$ cat src/rtl/mbox_pkg.sv
package mbox_pkg;
  localparam int OFF_ID   = 'h00;
  localparam int OFF_LO   = 'h04;
  localparam int OFF_HI   = 'h08;
  localparam int OFF_TRIG = 'h0C;
  localparam int OFF_CLR  = 'h10;
  localparam int OFF_STS  = 'h14;
  localparam int OFF_IRQ  = 'h18;
  localparam int OFF_MSK  = 'h1C;
  // status word field bases
  localparam int STS_BUSY = 0;
  localparam int STS_OVF  = 8;
  localparam int STS_DLV  = 16;
  localparam int NSRC     = 3;
endpackage

$ cat src/rtl/mbox_chan_flags.sv
module mbox_chan_flags (
  input  logic clk_i,
  input  logic rst_ni,
  input  logic launch_i,
  input  logic fetch_i,
  input  logic clr_dlv_i,
  input  logic clr_ovf_i,
  output logic accept_o,
  output logic busy_o,
  output logic dlv_o,
  output logic ovf_o
);
  logic busy_q, dlv_q, ovf_q;

  assign accept_o = launch_i & ~busy_q;

  always_ff @(posedge clk_i or negedge rst_ni) begin
    if (!rst_ni) begin
      busy_q <= 1'b0;
      dlv_q  <= 1'b0;
      ovf_q  <= 1'b0;
    end else begin
      if (accept_o)     busy_q <= 1'b1;
      else if (fetch_i) busy_q <= 1'b0;
      if (accept_o)       dlv_q <= 1'b1;
      else if (clr_dlv_i) dlv_q <= 1'b0;
      if (launch_i && busy_q) ovf_q <= 1'b1;
      else if (clr_ovf_i)     ovf_q <= 1'b0;
    end
  end

  assign busy_o = busy_q;
  assign dlv_o  = dlv_q;
  assign ovf_o  = ovf_q;

  AST_BUSY_ON_ACCEPT: assert property (@(posedge clk_i) disable iff (!rst_ni)
    accept_o |=> (busy_o && dlv_o));
  AST_FETCH_RELEASES: assert property (@(posedge clk_i) disable iff (!rst_ni)
    (fetch_i && !launch_i) |=> !busy_o);
  AST_DROP_FLAGS: assert property (@(posedge clk_i) disable iff (!rst_ni)
    (launch_i && busy_o) |=> ovf_o);
  AST_CLR_IGNORES_BUSY: assert property (@(posedge clk_i) disable iff (!rst_ni)
    (busy_o && !fetch_i) |=> busy_o);
endmodule

$ cat src/rtl/mbox_irq_ctrl.sv
module mbox_irq_ctrl
  import mbox_pkg::*;
(
  input  logic            clk_i,
  input  logic            rst_ni,
  input  logic [NSRC-1:0] src_i,
  input  logic            msk_we_i,
  input  logic [NSRC-1:0] msk_wdata_i,
  input  logic            pend_clr_i,
  output logic [NSRC-1:0] msk_o,
  output logic            pend_o
);
  logic [NSRC-1:0] msk_q;
  logic            pend_q, act;

  assign act = |(src_i & ~msk_q);

  always_ff @(posedge clk_i or negedge rst_ni) begin
    if (!rst_ni) begin
      msk_q  <= '1;
      pend_q <= 1'b0;
    end else begin
      if (msk_we_i) msk_q <= msk_wdata_i;
      pend_q <= act | (pend_q & ~pend_clr_i);
    end
  end

  assign msk_o  = msk_q;
  assign pend_o = pend_q;

  AST_PEND_STICKY: assert property (@(posedge clk_i) disable iff (!rst_ni)
    (pend_o && !pend_clr_i) |=> pend_o);
  AST_MASKED_QUIET: assert property (@(posedge clk_i) disable iff (!rst_ni)
    (!pend_o && (src_i & ~msk_o) == '0) |=> !pend_o);
endmodule

$ cat src/rtl/mbox_send_regs.sv
module mbox_send_regs
  import mbox_pkg::*;
#(
  parameter int N_TGT = 8,
  parameter int AW    = 6,
  parameter int DW    = 32,
  localparam int TW   = $clog2(N_TGT)
) (
  input  logic            clk_i,
  input  logic            rst_ni,
  input  logic            req_i,
  input  logic            we_i,
  input  logic [AW-1:0]   addr_i,
  input  logic [DW-1:0]   wdata_i,
  output logic [DW-1:0]   rdata_o,
  input  logic [N_TGT-1:0] fetch_i,
  output logic            tx_valid_o,
  output logic [TW-1:0]   tx_target_o,
  output logic [2*DW-1:0] tx_data_o,
  output logic            irq_o
);
  logic            wr, rd;
  logic [TW-1:0]   id_q;
  logic [DW-1:0]   lo_q, hi_q;
  logic            trig, clr_wr;
  logic [N_TGT-1:0] accept, busy, dlv, ovf;
  logic [NSRC-1:0] msk;
  logic            pend;
  logic [DW-1:0]   sts;

  assign wr     = req_i & we_i;
  assign rd     = req_i & ~we_i;
  assign trig   = wr && addr_i == AW'(OFF_TRIG) && wdata_i[0];
  assign clr_wr = wr && addr_i == AW'(OFF_CLR);

  always_ff @(posedge clk_i or negedge rst_ni) begin
    if (!rst_ni) begin
      id_q <= '0;
      lo_q <= '0;
      hi_q <= '0;
    end else if (wr) begin
      if (addr_i == AW'(OFF_ID)) id_q <= wdata_i[TW-1:0];
      if (addr_i == AW'(OFF_LO)) lo_q <= wdata_i;
      if (addr_i == AW'(OFF_HI)) hi_q <= wdata_i;
    end
  end

  for (genvar g = 0; g < N_TGT; g++) begin : g_chan
    mbox_chan_flags u_chan (
      .clk_i    (clk_i),
      .rst_ni   (rst_ni),
      .launch_i (trig && id_q == TW'(g)),
      .fetch_i  (fetch_i[g]),
      .clr_dlv_i(clr_wr & wdata_i[STS_DLV+g]),
      .clr_ovf_i(clr_wr & wdata_i[STS_OVF+g]),
      .accept_o (accept[g]),
      .busy_o   (busy[g]),
      .dlv_o    (dlv[g]),
      .ovf_o    (ovf[g])
    );
  end

  mbox_irq_ctrl u_irq (
    .clk_i      (clk_i),
    .rst_ni     (rst_ni),
    .src_i      ({|dlv, |ovf, |busy}),
    .msk_we_i   (wr && addr_i == AW'(OFF_MSK)),
    .msk_wdata_i(wdata_i[NSRC-1:0]),
    .pend_clr_i (wr && addr_i == AW'(OFF_IRQ) && wdata_i[0]),
    .msk_o      (msk),
    .pend_o     (pend)
  );

  assign sts = (DW'(dlv) << STS_DLV) | (DW'(ovf) << STS_OVF) | (DW'(busy) << STS_BUSY);

  always_comb begin
    rdata_o = '0;
    if (rd) begin
      case (addr_i)
        AW'(OFF_ID):  rdata_o = DW'(id_q);
        AW'(OFF_LO):  rdata_o = lo_q;
        AW'(OFF_HI):  rdata_o = hi_q;
        AW'(OFF_STS): rdata_o = sts;
        AW'(OFF_IRQ): rdata_o = DW'(pend);
        AW'(OFF_MSK): rdata_o = DW'(msk);
        default:      rdata_o = '0;
      endcase
    end
  end

  assign tx_valid_o  = |accept;
  assign tx_target_o = id_q;
  assign tx_data_o   = {hi_q, lo_q};
  assign irq_o       = pend;

  AST_TX_NEEDS_TRIG: assert property (@(posedge clk_i) disable iff (!rst_ni)
    tx_valid_o |-> (req_i && we_i && wdata_i[0]));
  AST_TX_ONE_TGT: assert property (@(posedge clk_i) disable iff (!rst_ni)
    $onehot0(accept));
  AST_TX_MARKS_BUSY: assert property (@(posedge clk_i) disable iff (!rst_ni)
    tx_valid_o |=> busy[$past(tx_target_o)]);
endmodule

$ cat config.mk
export PLATFORM = sky130hd
export DESIGN_NAME = mbox_send_regs
export DESIGN_NICKNAME = d
export VERILOG_FILES = /design/src/rtl/mbox_pkg.sv /design/src/rtl/mbox_chan_flags.sv /design/src/rtl/mbox_irq_ctrl.sv /design/src/rtl/mbox_send_regs.sv
export SDC_FILE = /design/constraint.sdc
export NUM_CORES = 1
export LEC_CHECK = 0
export ABC_CLOCK_PERIOD_IN_PS = 2210
export BUFFER_PORTS_ARGS = -buffer_cell sky130_fd_sc_hd__buf_2
export CAP_MARGIN = 20
export CELL_PAD_IN_SITES_DETAIL_PLACEMENT = 2
export CELL_PAD_IN_SITES_GLOBAL_PLACEMENT = 2
export CORE_MARGIN = 10
export CORE_UTILIZATION = 29
export CTS_CLUSTER_DIAMETER = 60
export DETAILED_ROUTE_END_ITERATION = 10
export GPL_ROUTABILITY_DRIVEN = 0
export PLACE_DENSITY = 0.81
export SKIP_CTS_REPAIR_TIMING = 1
export SLEW_MARGIN = 20
export SYNTH_ARGS = -nofsm -noshare
export SYNTH_HDL_FRONTEND = slang
export SYNTH_SLANG_ARGS = --single-unit
export TNS_END_PERCENT = 1
$ cat constraint.sdc
create_clock -name clk_i -period 2.21 [get_ports clk_i]
set_input_delay 0.5525 -clock clk_i [delete_from_list [all_inputs] [get_ports clk_i]]
set_output_delay 0.5525 -clock clk_i [all_outputs]
set_load 0.02 [all_outputs]
==> metrics <==
largest net degree at the start of global routing 96; internal reg-to-reg setup slack 0.53 ns; final hold slack 0.2596 ns; summed instance area of the synthesized netlist 0.004662 mm²; synthesized netlist cell count 404; filler cell count in the final layout 1679; CTS Buf Count 9; Chip Width 146.8 µm; reg-to-reg critical path endpoint g_chan[2].u_chan.busy_o; count of distinct cell types in the synthesized netlist 37; Max Slew Vio Count 0; number of I/O pins 151; crit end category output pin; vias in the first global route 4875; Total Nets Final 634; core region area 0.01583 mm²; final hold violations 0; fin crit period 2.461 ns; antenna violations before repair 3; vias per cell 5.182; worst-case setup slack after placement -0.2377 ns; die footprint 0.02155 mm²; signal arrival time at the worst endpoint 1.91 ns; min setup slack post-route -0.2511 ns; average cell area after synthesis 11.54 µm²; Top FF cell, synth dfrtp_1; DRT Pass-1 Iters 4; RSZ-0062 raised after global routing true; Final setup viols 33; vias post-DR 4182; Yosys warning total 0; number of rows created at floorplan 46; remaining antenna violation count after routing 0; R2R depth 5; Power, Total 4.199 mW; HPWL Detailed 14880 µm; critical setup path kind flop to output pin; sequential share of the synthesized area 51.07%; Post-route DRC 0; proportion of synthesized flip-flops having asynchronous set or reset 100.0%; post-synth net total 454; crit start category flop; count of max-cap constraint violations 0; clock-pin slew on the worst setup and hold paths 0.06 ns; Cell Count, Final, Fillers Out 807; highest-count cells in the layout ignoring fill and taps buf_2, dfrtp_1, mux2_1; Routed wire per std cell 23.60 µm; Period Utilization, post-route 111.4%; headroom to the max-slew limit 64.15%; wire length reported by the detailed router 19040 µm; worst voltage drop across the vdd grid 0.3287 mV; Syn-to-layout area delta 39.59%; CTS tree done; critical-path maximum fanout 4; clk_skew 0.006512 ns; failing checks negative setup slack; commonest non-fill, non-tap cell in the layout buf_2; Overall Global Routing Usage 17.76%; required time at the endpoint of the critical path 1.66 ns; status finished, violations left; Die Y 146.8 µm; number of buffers inserted by port buffering 150; number of enable flip-flop cells after synthesis 0; total negative setup slack -4.493 ns; Post-Place Cells 789; Static Leak 3.242 nW; type of the worst min-delay path input port to async pin; global-route wire length before repair 29880 µm; CTS H-tree depth 3; number of DRC markers after the initial detailed-route iteration 163; launch point of the worst reg-to-reg path tx_target_o[1]; clock sinks 95; clock latency of the later-clocked register in the worst-skew pair 0.35 ns; cell at the root of the clock tree clkbuf_16; maximum root-to-sink buffer count 2; gr ovfl total 0; initial cell density of the core 29.45%; power density relative to cell area 645.3 mW/mm²; fraction of final layout cells with drive strength greater than 1 46.18%; actual slew at the worst max-slew pin 0.5328 ns; flops & latches, synth 95; Fmax 406.3 MHz
## critical path, stage by stage (launching register included)
cell       delay [ns]
dfrtp_2          0.42
mux4_2           0.56
a2111oi_4        0.36
buf_4            0.22
## routing by layer
layer / global-route usage [%] / part of all wire, % / vias up
li1: - / - / 1860
met1: 21.00 / 42 / 2153
met2: 31.05 / 50 / 140
met3: 4.023 / 5.8 / 27
met4: 5.856 / 1.9 / 2
met5: 0 / 0.063 / -
## kinds of logic after synthesis
family	after synthesis	synth area share [%]
AO/OA/AOI/OAI	82	13.45
flip-flops	95	51.07
AND/OR/NAND/NOR	105	11.11
multiplexers	81	19.89
buffers and inverters	41	4.482
## synthesized netlist by cell type, types with 5 or more instances
master,number,area [µm²]
a22o_1,22,192.7
a22oi_1,30,225.2
buf_6,6,67.56
clkbuf_1,19,71.32
dfrtp_1,92,2302
inv_1,12,45.04
mux2_1,60,675.7
mux2_2,13,146.4
mux2i_1,6,60.06
nand2_1,25,93.84
nand3_1,10,50.05
nor2_1,35,131.4
nor2b_1,5,31.28
nor3_1,5,25.02
nor4_1,6,37.54
o21ai_0,12,60.06
o2bb2ai_1,7,61.31
## sequential cells by signal (all words and copies together) (netlist names)
register              count
u_irq.msk_o               3
lo_q                     32
g_chan.u_chan.busy_o      8
g_chan.u_chan.dlv_o       8
hi_q                     32
g_chan.u_chan.ovf_o       8
u_irq.pend_o              1
tx_target_o               3
## how the worst max path moves through the flow
stage / from / cells past startpoint / slack, ns / endpoint
after CTS: tx_target_o[0] / 3 / -0.40 / tx_valid_o
after global placement: addr_i[5] / 7 / -0.16 / rdata_o[1]
after global routing: tx_target_o[0] / 3 / -0.29 / tx_valid_o
final: tx_target_o[0] / 3 / -0.25 / tx_valid_o
after floorplan: tx_target_o[0] / 3 / -0.02 / tx_valid_o
after detailed placement: addr_i[2] / 8 / -0.24 / rdata_o[15]
## through the flow
stage | cell area, µm² | utilization [%]
floorplan | 4866 | -
global placement | 6131 | 38.74
detailed placement | 6131 | 38.74
CTS | 6434 | 40.65
global route | 6507 | 41.11
finish | 6507 | 41.11
## area by class of cell
type / instances / area, µm² / share of cell area [%]
Inverter: 12 / 45.04 / 0.6922
Timing Repair Buffer: 198 / 1249 / 19.19
Clock buffer: 14 / 264.0 / 4.057
Antenna cell: 2 / 5.005 / 0.07691
Tap cell: 216 / 270.3 / 4.153
Sequential cell: 95 / 2382 / 36.61
Multi-Input combinational cell: 268 / 2253 / 34.63
Clock inverter: 2 / 38.79 / 0.5960
## power breakdown
group	switching (mW)	internal, mW
Sequential	0.0947	1.85
Clock	0.681	0.944
Combinational	0.388	0.241
No activity file was read; power rests on OpenSTA's default activity.
